<file path="config.mk">
export PLATFORM = sky130hd
export DESIGN_NAME = lrg_arbiter
export DESIGN_NICKNAME = d
export VERILOG_FILES = /design/src/rtl/lrg_arb_pkg.sv /design/src/rtl/lrg_prio_list.sv /design/src/rtl/lrg_pick.sv /design/src/rtl/lrg_grant_ctl.sv /design/src/rtl/lrg_arbiter.sv
export SDC_FILE = /design/constraint.sdc
export NUM_CORES = 1
export LEC_CHECK = 0
export CAP_MARGIN = 20
export CORE_UTILIZATION = 37
export CTS_CLUSTER_DIAMETER = 40
export DETAILED_ROUTE_END_ITERATION = 8
export PLACE_DENSITY = 0.62
export SETUP_SLACK_MARGIN = 0.02
export SYNTH_ARGS = -nofsm -noshare
export SYNTH_HDL_FRONTEND = slang
export SYNTH_HIERARCHICAL = 1
export SYNTH_SLANG_ARGS = --single-unit
</file>
<file path="constraint.sdc">
create_clock -name clk -period 2.7 [get_ports clk]
set_input_delay 0.27 -clock clk [delete_from_list [all_inputs] [get_ports clk]]
set_output_delay 0.27 -clock clk [all_outputs]
set_load 0.005 [all_outputs]
</file>
<file path="src/rtl/lrg_arb_pkg.sv">
// Package: shared types for the least-recently-granted arbiter.
// Assumes: nothing beyond standard SystemVerilog.
package lrg_arb_pkg;

    // Grant controller state: free, parked on host, or a transfer in progress.
    typedef enum logic [1:0] {
        ST_IDLE = 2'd0,
        ST_PARK = 2'd1,
        ST_BUSY = 2'd2
    } arb_state_t;

endpackage

</file>
<file path="src/rtl/lrg_prio_list.sv">
// Module: lrg_prio_list
// Holds the full priority list of NM master ids. Position 0 is the highest
// priority. On upd_en the entry equal to upd_id is removed, the entries
// behind it move up one place, and upd_id is written into the last position.
// Assumes: upd_id is always present in the list exactly once.
module lrg_prio_list #(
    parameter int NM  = 5,
    parameter int IDW = 3
) (
    input  logic                     clk,
    input  logic                     rst_n,
    input  logic                     upd_en,
    input  logic [IDW-1:0]           upd_id,
    output logic [NM-1:0][IDW-1:0]   order
);

    logic [NM-1:0][IDW-1:0] order_q;
    logic [NM-1:0][IDW-1:0] order_d;

    // Build the list with upd_id removed and appended at the tail.
    always_comb begin
        logic passed;
        passed  = 1'b0;
        order_d = order_q;
        for (int k = 0; k < NM; k++) begin
            if (order_q[k] == upd_id) begin
                passed = 1'b1;
            end
            if (passed && (k < NM - 1)) begin
                order_d[k] = order_q[k+1];
            end
        end
        if (passed) begin
            order_d[NM-1] = upd_id;
        end
    end

    // List register: id order at reset, reordered on each completed transfer.
    always_ff @(posedge clk) begin
        if (!rst_n) begin
            for (int k = 0; k < NM; k++) begin
                order_q[k] <= IDW'(k);
            end
        end else if (upd_en) begin
            order_q <= order_d;
        end
    end

    assign order = order_q;

endmodule

</file>
<file path="src/rtl/lrg_pick.sv">
// Module: lrg_pick
// Combinational winner search: walks the priority list and returns the
// first id whose request bit is set.
// Assumes: every list entry is a valid index into req.
module lrg_pick #(
    parameter int NM  = 5,
    parameter int IDW = 3
) (
    input  logic [NM-1:0]            req,
    input  logic [NM-1:0][IDW-1:0]   order,
    output logic [IDW-1:0]           win_id,
    output logic                     win_vld
);

    // Scan from lowest to highest priority so the top requester is kept.
    always_comb begin
        win_id  = '0;
        win_vld = 1'b0;
        for (int k = NM - 1; k >= 0; k--) begin
            if (req[order[k]]) begin
                win_id  = order[k];
                win_vld = 1'b1;
            end
        end
    end

endmodule

</file>
<file path="src/rtl/lrg_grant_ctl.sv">
// Module: lrg_grant_ctl
// Grant state machine. From IDLE it grants the search winner or parks on
// the host (id 0). A transfer grant is held until done, then IDLE follows
// for one cycle. The parking grant turns into a transfer grant if the host
// wins, or falls to IDLE if a device wins. host_mode low forces IDLE and
// masks every grant in the same cycle.
// Assumes: id 0 is the host.
module lrg_grant_ctl
    import lrg_arb_pkg::*;
#(
    parameter int NM  = 5,
    parameter int IDW = 3
) (
    input  logic            clk,
    input  logic            rst_n,
    input  logic            host_mode,
    input  logic [IDW-1:0]  win_id,
    input  logic            win_vld,
    input  logic            done,
    output logic [IDW-1:0]  owner_id,
    output logic [NM-1:0]   gnt_vec,
    output logic            busy,
    output logic            upd_en
);

    arb_state_t     state_q, state_d;
    logic [IDW-1:0] owner_q, owner_d;

    // Next-state and next-owner decision.
    always_comb begin
        state_d = state_q;
        owner_d = owner_q;
        if (!host_mode) begin
            state_d = ST_IDLE;
        end else begin
            case (state_q)
                ST_IDLE: begin
                    if (win_vld) begin
                        state_d = ST_BUSY;
                        owner_d = win_id;
                    end else begin
                        state_d = ST_PARK;
                        owner_d = '0;
                    end
                end
                ST_PARK: begin
                    if (win_vld && (win_id == '0)) begin
                        state_d = ST_BUSY;
                        owner_d = '0;
                    end else if (win_vld) begin
                        state_d = ST_IDLE;
                    end
                end
                ST_BUSY: begin
                    if (done) begin
                        state_d = ST_IDLE;
                    end
                end
                default: state_d = ST_IDLE;
            endcase
        end
    end

    // State and owner registers.
    always_ff @(posedge clk) begin
        if (!rst_n) begin
            state_q <= ST_IDLE;
            owner_q <= '0;
        end else begin
            state_q <= state_d;
            owner_q <= owner_d;
        end
    end

    // One grant line per master, decoded from the owner and masked by mode.
    for (genvar i = 0; i < NM; i++) begin : g_gnt
        assign gnt_vec[i] = host_mode && (state_q != ST_IDLE) &&
                            (owner_q == IDW'(i));
    end

    assign busy     = (state_q == ST_BUSY);
    assign upd_en   = host_mode && busy && done;
    assign owner_id = owner_q;

endmodule

</file>
<file path="src/rtl/lrg_arbiter.sv">
// Module: lrg_arbiter (top)
// Least-recently-granted arbiter for a host and NUM_DEV external masters.
// Maps the pins to an active-high request vector (id 0 = host, id i =
// device i), runs the winner search over the priority list, and drives
// registered grants from the grant state machine.
// Assumes: done is a one-cycle strobe issued by the current grant owner.
module lrg_arbiter #(
    parameter int NUM_DEV = 4
) (
    input  logic               clk,
    input  logic               rst_n,
    input  logic               host_mode,
    input  logic               host_req,
    output logic               host_gnt,
    input  logic [NUM_DEV-1:0] dev_req_n,
    output logic [NUM_DEV-1:0] dev_gnt_n,
    input  logic               done
);

    localparam int NM  = NUM_DEV + 1;
    localparam int IDW = $clog2(NM);

    logic [NM-1:0]          req_vec;
    logic [NM-1:0][IDW-1:0] order;
    logic [IDW-1:0]         win_id;
    logic                   win_vld;
    logic [IDW-1:0]         owner_id;
    logic [NM-1:0]          gnt_vec;
    logic                   ctl_busy;
    logic                   upd_en;

    // Active-high request vector: host at bit 0, devices above it.
    assign req_vec = {~dev_req_n, host_req};

    lrg_prio_list #(.NM(NM), .IDW(IDW)) u_list (
        .clk    (clk),
        .rst_n  (rst_n),
        .upd_en (upd_en),
        .upd_id (owner_id),
        .order  (order)
    );

    lrg_pick #(.NM(NM), .IDW(IDW)) u_pick (
        .req     (req_vec),
        .order   (order),
        .win_id  (win_id),
        .win_vld (win_vld)
    );

    lrg_grant_ctl #(.NM(NM), .IDW(IDW)) u_ctl (
        .clk       (clk),
        .rst_n     (rst_n),
        .host_mode (host_mode),
        .win_id    (win_id),
        .win_vld   (win_vld),
        .done      (done),
        .owner_id  (owner_id),
        .gnt_vec   (gnt_vec),
        .busy      (ctl_busy),
        .upd_en    (upd_en)
    );

    assign host_gnt  = gnt_vec[0];
    assign dev_gnt_n = ~gnt_vec[NM-1:1];

endmodule

</file>
==> flow_results.org, run 1 <==
** Worst hold path
- The worst hold path was traced through 2 stages.
- Hold WC Path Type :: reg2reg
- The worst hold path begins at u_list/order[14]$_SDFFE_PN1P_.
- Destination of the worst hold path :: u_list/order[11]$_SDFFE_PN0P_

** Clock tree
- H-tree Lvls :: 1
- Once the clock tree was built, the setup fixing pass inserted 0 buffers.
- The root buffer cell chosen for the clock tree is clkbuf_8.
- Reg clk slew, reported paths :: 70 ps
- Counting the buffers created by CTS gives 3.
- After clock tree synthesis, the flow added hold-fix buffers numbering 0.
- The longest clock path from root to sink contains 2 buffers.
- CTS Sinks :: 20
- Gates resized during post-CTS repair numbered 0.
- CTS tree :: yes
- Clock insertion delay at the later pin of the skew report :: 250 ps

** Global routing
- Overall overflow remaining after global route :: 0
- Initial antenna violation count :: 0
- Global routing used 16.2% of the available tracks across all layers.
- The number of global-route vias before repair came to 1,127.
- Wire length of the first global-routing pass :: 5.51 mm
- Maximum number of pins on one net before global-route repair :: 17

** Synthesis
- The synthesized netlist contains 52 unique library cells.
- For this run, the register share of the synthesized area comes to 25.5%.
- For this run, the leading register cell type out of synthesis is dfxtp_1.
- Cell count after synthesis :: 179
- The Yosys step of the flow raised 6 warnings.
- Post-synthesis instance area :: 1570 µm²
- Synthesis inferred 20 register bits.
- Yosys mapped a number of flops with a built-in enable equal to 0.
- Synth async-reset ratio :: 0%
- Net Count, Synth :: 188
- A synthesized cell averages 8.77 µm².

** Worst setup path
- Critical path capture point type :: flip-flop
- Critical Setup Path Class :: in2reg
- In this run the worst path has a maximum fanout of 7.
- STA puts the critical path data required time at 2850 ps.
- The startpoint identified for the worst register-to-register timing path is u_list/order[6]$_SDFFE_PN0P_.
- Arr. time, crit path :: 2490 ps
- STA classifies the critical path startpoint as an input pin.
- The setup check on the worst reg-to-reg path leaves a slack of 390 ps.
- Reg2reg path depth :: 8
- The worst register-to-register path ends at u_ctl/owner_id[0]$_SDFFE_PN0P_.

** Finish
- At the end of the flow, the number of nets in the layout was 203.
- Area used by multi-input combinational logic :: 1110 µm²
- After filler insertion, the fill cell instance count of the layout stands at 422.
- Area added between synthesis and finish :: 14.3%
- Final core utilization :: 44.5%
- 0 antenna diodes ended up in the layout.
- Fraction of layout instances using a drive strength above 1 :: 16.7%
- Sequential standard cell area :: 400 µm²

** Timing
- Setup repair after global routing left no endpoint under its margin.
- Endpoints failing hold :: 0
- For the final database, setup skew stands at 3.40 ps.
- Static timing analysis puts the maximum clock frequency at 428 MHz.
- Setup-failing EPs final :: 0
- After layout, the worst path uses 86.5% of the clock period.
- Fin crit period :: 2340 ps
- Total negative slack for setup checks :: 0 ps
- Slew @ Worst Pin :: 577 ps
- Measured against its own limit, the worst slew margin works out to 61.5%.
- The final-report max-slew violation count is 0.

** Route
- Routed len/inst :: 13.9 µm
- Max layer used :: met4
- Routed length on met1 :: 1.71 mm
- After detailed routing, the met2 layer carries 1.54 mm of wire.
- Via Count :: 1,295
- Antenna viol nets, final :: 0
- For this run, design rule violations remaining after detail routing come to 0.
- Dividing the detail-routed via count by the number of cells gives 5.35.
- Violation count after the first detailed-route iteration :: 50
- Final routed wirelength across all metal layers :: 3.37 mm
- The first detailed-routing pass took 4 iterations.
- Summed over all nets, wire length on met3 after detailed routing comes to 106 µm.

** Floorplan
- The floorplan step set the die width to 67.1 µm.
- For this configuration, the core starts out at a cell density of 39.0%.
- Floorplan die height :: 67.1 µm
- Area enclosed by the die boundary :: 4510 µm²
- Count of boundary I/O pins :: 14
- The floorplan has 23 rows.
- In this run the standard cell core region covers 4030 µm².

** Power and ir drop
- For this design the static power due to leakage is 0.706 nW.
- IR analysis of the VDD net gives a maximum drop of 0.313 mV.
- Power per cell area :: 370 nW/µm²

** Place
- The count of buffers added on input and output ports is 13.
- Final weighted congestion in routability-driven placement :: 0.888
- Detailed placement ended at an HPWL of 2.52 mm.

** Outcome
- Outcome :: completed

** Job
- Count of maximum capacitance violations :: 0
==> synthesized netlist by cell type (2+ instances only) <==
| cell | n | share of area, % |
|---|---|---|
| dfxtp_1 | 20 | 25 |
| nand2_1 | 19 | 4.5 |
| mux2i_1 | 18 | 11 |
| nor2b_1 | 12 | 4.8 |
| inv_1 | 9 | 2.2 |
| nand3_1 | 8 | 2.5 |
| a21oi_1 | 7 | 2.2 |
| nor2_1 | 6 | 1.4 |
| xor2_1 | 6 | 3.3 |
| nand2b_1 | 4 | 1.6 |
| o21ai_1 | 4 | 1.3 |
| a21boi_0 | 3 | 1.4 |
| a22o_1 | 3 | 1.7 |
| mux2_2 | 3 | 2.2 |
| nor3_1 | 3 | 0.96 |
| o21ai_0 | 3 | 0.96 |
| o22ai_1 | 3 | 1.2 |
| or2_2 | 3 | 1.2 |
| xnor2_1 | 3 | 1.7 |
| xor2_2 | 3 | 3.1 |
| and3_1 | 2 | 0.80 |
| buf_2 | 2 | 0.64 |
| clkbuf_1 | 2 | 0.48 |
| nand4_1 | 2 | 0.80 |
| nor3_2 | 2 | 1.3 |
| nor3b_2 | 2 | 1.6 |
| nor4b_2 | 2 | 1.9 |
==> kinds of logic (layout without fill, tap and decap cells) <==
kind of cell / Yosys count / after routing / synth area share (%)
AO/OA/AOI/OAI: 35 / 35 / 17.2
XOR/XNOR: 12 / 12 / 8.13
buffers and inverters: 14 / 27 / 3.75
flip-flops: 20 / 20 / 25.5
multiplexers: 22 / 22 / 15.1
AND/OR/NAND/NOR: 76 / 76 / 30.4
==> report_power, final <==
| part | leakage [nW] | switching (W) | total, W | internal (W) |
|---|---|---|---|---|
| Clock | 0.0216 | 0.0000950 | 0.000194 | 0.0000993 |
| Sequential | 0.162 | 0.0000213 | 0.000324 | 0.000303 |
| Combinational | 0.522 | 0.0000717 | 0.000145 | 0.0000734 |
| Total | 0.706 | 0.000188 | 0.000664 | 0.000476 |
==> worst max-delay path: stages <==
cell	delay, ps
clkdlybuf4s50_1	450
inv_1	90
mux4_2	490
nand4_1	100
nor2_1	50
a211oi_2	190
o21ai_1	130
nor4b_2	320
o2bb2ai_1	140
a22o_1	240
==> placed cells by master, fill, tap and decap left out, types with 3 or more instances in the layout <==
| master | netlist | layout |
|---|---|---|
| dfxtp_1 | 20 | 20 |
| nand2_1 | 19 | 19 |
| mux2i_1 | 18 | 18 |
| clkdlybuf4s50_1 | 0 | 13 |
| nor2b_1 | 12 | 12 |
| inv_1 | 9 | 9 |
| nand3_1 | 8 | 8 |
| a21oi_1 | 7 | 7 |
| nor2_1 | 6 | 6 |
| xor2_1 | 6 | 6 |
| nand2b_1 | 4 | 4 |
| o21ai_1 | 4 | 4 |
| clkbuf_8 | 0 | 3 |
| nor3_1 | 3 | 3 |
| a22o_1 | 3 | 3 |
| xor2_2 | 3 | 3 |
| a21boi_0 | 3 | 3 |
| xnor2_1 | 3 | 3 |
| or2_2 | 3 | 3 |
| o22ai_1 | 3 | 3 |
| o21ai_0 | 3 | 3 |
| mux2_2 | 3 | 3 |
==> metrics by stage <==
step | worst slack (ps) | power (W) | hold WS, ps | std cells | instance area [µm²]
after CTS | 369 | 0.000675 | 512 | 242 | 1790
after global routing | 158 | 0.000702 | 536 | 242 | 1790
after global placement | 162 | 0.000475 | 500 | 239 | 1750
after floorplan | 588 | 0.000434 | 415 | 179 | 1570
final | 365 | 0.000664 | 504 | 242 | 1790
after detailed placement | 96.5 | 0.000475 | 500 | 239 | 1750
==> layer usage <==
| metal | vias up | global-route usage, % |
|---|---|---|
| met5 | - | 0 |
| met4 | 0 | 2.39 |
| met3 | 2 | 3.55 |
| met2 | 20 | 26.5 |
| met1 | 610 | 22.2 |
| li1 | 663 | - |
==> flip-flops by register name (all words and copies together), names as in the netlist <==
signal,count
u_ctl/owner_id,3
u_list/order,15
u_ctl/state_q,2
==> final cells by class <==
cell class                      count  area share (%)
Timing Repair Buffer               15            8.09
Tap cell                           50            3.49
Multi-Input combinational cell    145            61.9
Clock buffer                        3            2.30
Inverter                            9            1.88
Sequential cell                    20            22.3
==> worst max path at each step <==
stage,start,slack (ps),cells after the start,to
after floorplan,u_list/order[12]$_SDFFE_PN0P_,590,8,u_ctl/owner_id[1]$_SDFFE_PN0P_
after global placement,dev_req_n[1],160,10,u_ctl/owner_id[0]$_SDFFE_PN0P_
after detailed placement,dev_req_n[1],100,10,u_ctl/owner_id[0]$_SDFFE_PN0P_
after CTS,dev_req_n[1],370,10,u_ctl/owner_id[0]$_SDFFE_PN0P_
after global routing,u_list/order[6]$_SDFFE_PN0P_,160,8,u_ctl/owner_id[2]$_SDFFE_PN0P_
final,dev_req_n[1],360,10,u_ctl/owner_id[0]$_SDFFE_PN0P_
Power figures use the tool's default switching activity.
==> inputs of run 2 (changes only) <==
--- a/config.mk
+++ b/config.mk
@@ -8,6 +8,7 @@
 export CAP_MARGIN = 20
 export CORE_UTILIZATION = 37
 export CTS_CLUSTER_DIAMETER = 40
+export CTS_CLUSTER_SIZE = 8
 export DETAILED_ROUTE_END_ITERATION = 8
 export PLACE_DENSITY = 0.62
 export SETUP_SLACK_MARGIN = 0.02
==> results of run 2 <==
No change in the layout: final DEF, timing and power equal those of run 1.
==> inputs of run 3 (changes only) <==
--- a/config.mk
+++ b/config.mk
@@ -10,7 +10,8 @@
 export CTS_CLUSTER_DIAMETER = 40
 export CTS_CLUSTER_SIZE = 8
 export DETAILED_ROUTE_END_ITERATION = 8
-export PLACE_DENSITY = 0.62
+export DONT_BUFFER_PORTS = 1
+export PLACE_DENSITY = 0.58
 export SETUP_SLACK_MARGIN = 0.02
 export SYNTH_ARGS = -nofsm -noshare
 export SYNTH_HDL_FRONTEND = slang
==> run 3 against run 2 <==
Net effect: global-route usage increased by 0.19 points; clock-buffer cell count unchanged; combinational power decreased by 16%; register-to-register slack got worse by 120 ps; clock power about the same; sequential share of layout area increased by 2.0 points; utilization decreased by 3.6 points; cell count decreased by 6.2%; sequential power about the same; die area unchanged; final area decreased by 8.1%; sequential cell count unchanged; critical path type is now reg2reg; largest power group unchanged; highest routed layer unchanged.
==> flow_results.org, run 3 (synthesis results as in run 1) <==
** Outcome
- The run finished with clean final reports.

** Timing
- Worst hold slack after final layout :: 79.6 ps
- The count of endpoints failing hold in the final timing report came to 0.
- Setup violations remaining at the end of the flow were counted as 0.
- After layout, the worst path uses 90.1% of the clock period.
- Final Max Slew Viols :: 0
- RSZ-0062 raised after global routing :: false
- Worst slew margin relative to its limit :: 61.9%
- Largest clock skew in the final design :: 1.50 ps
- In the final timing run, aggregate negative setup slack is 0 ps.
- Fin crit period :: 2430 ps
- Based on the critical path, the design can be clocked at up to 411 MHz.
- Slew @ Worst Pin :: 570 ps

** Floorplan
- 14 I/O pins were placed.
- Measured along the y axis, the die boundary spans 67.1 µm.
- Num rows :: 23
- Starting Density :: 39.0%
- The die covers 4510 µm².
- The core region is 4030 µm².
- From left edge to right edge, the die measures 67.1 µm.

** Global routing
- met2 is the most crowded layer.
- Overall overflow remaining after global route :: 0
- Entering global routing, the biggest net connects 26 pins.
- Initial antenna violation count :: 0
- The first global-routing pass estimated 5.40 mm of wire.
- For met2 alone, demand over resource in global routing was 27.5%.
- Met1 Resource Use GR :: 20.6%
- Via count of the first global-routing pass :: 1,131
- GRT Resource Usage Total :: 16.4%
- Global routing met3 resource utilization :: 4.73%

** Clock tree
- In this run the clock root is driven by a clkbuf_8.
- At the later pin of the worst-skew pair, clock insertion delay measures 250 ps.
- Number of buffers created by CTS :: 3
- Reg clk slew, reported paths :: 70 ps
- In this run the number of H-tree levels came out at 1.
- Number of hold-repair buffers added at the cts stage :: 0
- TritonCTS built the clock tree.
- CTS Sinks :: 20
- Resized Gates After CTS :: 0
- The clock passes through at most 2 buffers.
- The number of setup buffers added after CTS is 0.

** Job
- Count of maximum capacitance violations :: 0

** Route
- Vias per cell :: 5.51
- Length of the first detailed-routing pass in iterations :: 5
- The routed layout has 1,251 vias.
- Final routed wirelength across all metal layers :: 3.41 mm
- For this block, the initial DRC count from the detailed router was 80.
- Routed len/inst :: 15.0 µm
- Antenna viol nets, final :: 0
- Drc violations :: 0

** Worst setup path
- The setup path with the least slack is of type reg2reg.
- R2r endpoint :: u_ctl/owner_id[2]$_SDFFE_PN0P_
- In this design, the critical path's most frequently occurring cell is mux2i_1.
- The worst register-to-register path begins at u_list/order[0]$_SDFFE_PN0P_.
- Critical path capture point type :: flip-flop
- Data arrives at the worst endpoint at 2580 ps.
- Critical path buffer and inverter count :: 0
- Grouping stages by cell kind, the critical path spends the most delay in compound AO/OA/AOI/OAI gates.
- Data on the critical path is required at its endpoint by 2850 ps.
- Startpoint types :: flip-flop
- Among all stages on the critical path, the largest delay is contributed by dfxtp_1.
- Setup slack on the worst reg-to-reg path comes out at 270 ps.
- The most critical setup path has its startpoint at u_list/order[0]$_SDFFE_PN0P_.
- The signal on the critical path passes through mux2i_1 > o22ai_1 > a21oi_1 > mux2i_1 > o21ai_1 > nor4b_2 > o2bb2ai_1 > a22o_1.
- Biggest fanout along the worst timing path :: 6
- Counting cells, the worst reg-to-reg path comes to 8.
- Worst stage delay on the critical path :: 510 ps

** Place
- Port Buffers :: 0
- Detailed Place HPWL :: 2.58 mm
- The congestion estimate from routability-driven global placement came to 0.914.

** Power and ir drop
- Power per cell area :: 389 nW/µm²
- Leakage :: 0.644 nW
- Maximum resistive drop on vdd :: 0.272 mV
- After layout, the design draws a total of 0.000641 W.

** Finish
- Most used cells in the layout excluding fill and tap cells :: 20 x dfxtp_1, 19 x nand2_1, 18 x mux2i_1, 12 x nor2b_1, 9 x inv_1
- The number of antenna diodes in the final layout is 0.
- Area used by multi-input combinational logic :: 1110 µm²
- Filler cells :: 426
- Area added between synthesis and finish :: 5.02%
- The net count of the finished layout is 188.
- Sequential standard cell area :: 400 µm²
- Fraction of layout instances using a drive strength above 1 :: 16.9%
- The register with the most flip-flops in the layout has 15 of them.
- Most frequent standard cell in the layout excluding fill and tap cells :: dfxtp_1

** Worst hold path
- In this run the most critical hold path is launched from rst_n.
- Along the worst hold path, the cell count comes to 1.
- In this run the worst hold path is classified as in2reg.
- Destination of the worst hold path :: u_list/order[7]$_SDFFE_PN1P_
run 3: changes by cell type in the layout (fill, tap and decap cells not counted):
| cell | change |
|---|---|
| buf_4 | -2 |
| clkdlybuf4s50_1 | -13 |
run 3: power by group:
group / internal (W) / switching [W] / total (W) / leakage [nW]
logic: 0.0000598 / 0.0000626 / 0.000122 / 0.460
registers: 0.000303 / 0.0000210 / 0.000324 / 0.162
clock network: 0.0000993 / 0.0000948 / 0.000194 / 0.0216
total: 0.000462 / 0.000178 / 0.000641 / 0.644
run 3: per-stage QoR:
step	utilization (%)	area, µm²	std cells	setup slack (ps)
2_1_floorplan	-	1570	179	588
3_3_place_gp	39.9	1610	224	387
3_5_place_dp	39.9	1610	224	292
4_1_cts	40.9	1650	227	279
5_1_grt	40.9	1650	227	110
6_report	40.9	1650	227	269
run 3: how the worst max path moves through the flow:
stage	endpoint	slack, ps	cells past startpoint
after floorplan	u_ctl/owner_id[1]$_SDFFE_PN0P_	590	8
after global placement	u_ctl/owner_id[1]$_SDFFE_PN0P_	390	8
after detailed placement	u_ctl/owner_id[2]$_SDFFE_PN0P_	290	8
after CTS	u_ctl/owner_id[2]$_SDFFE_PN0P_	280	8
after global routing	u_ctl/owner_id[2]$_SDFFE_PN0P_	110	8
final	u_ctl/owner_id[2]$_SDFFE_PN0P_	270	8
run 3: area by class of cell:
class | instances | area share (%)
tap | 50 | 3.79
multi-input combinational | 145 | 67.4
inverter | 9 | 2.05
clock buffer | 3 | 2.50
sequential | 20 | 24.3
run 3: worst register-to-register path, cell delays in order (launching register included):
cell and delay [ps]:
dfxtp_1 510, mux2i_1 290, o22ai_1 130, a21oi_1 300, mux2i_1 240, o21ai_1 120, nor4b_2 340, o2bb2ai_1 150
a22o_1 250
run 3: per-layer routing:
| layer | wire length, µm | part of all wire, % |
|---|---|---|
| met1 | 1710 | 50 |
| met5 | 0 | 0 |
| met3 | 131 | 3.8 |
| met2 | 1540 | 45 |
| met4 | 26 | 0.76 |
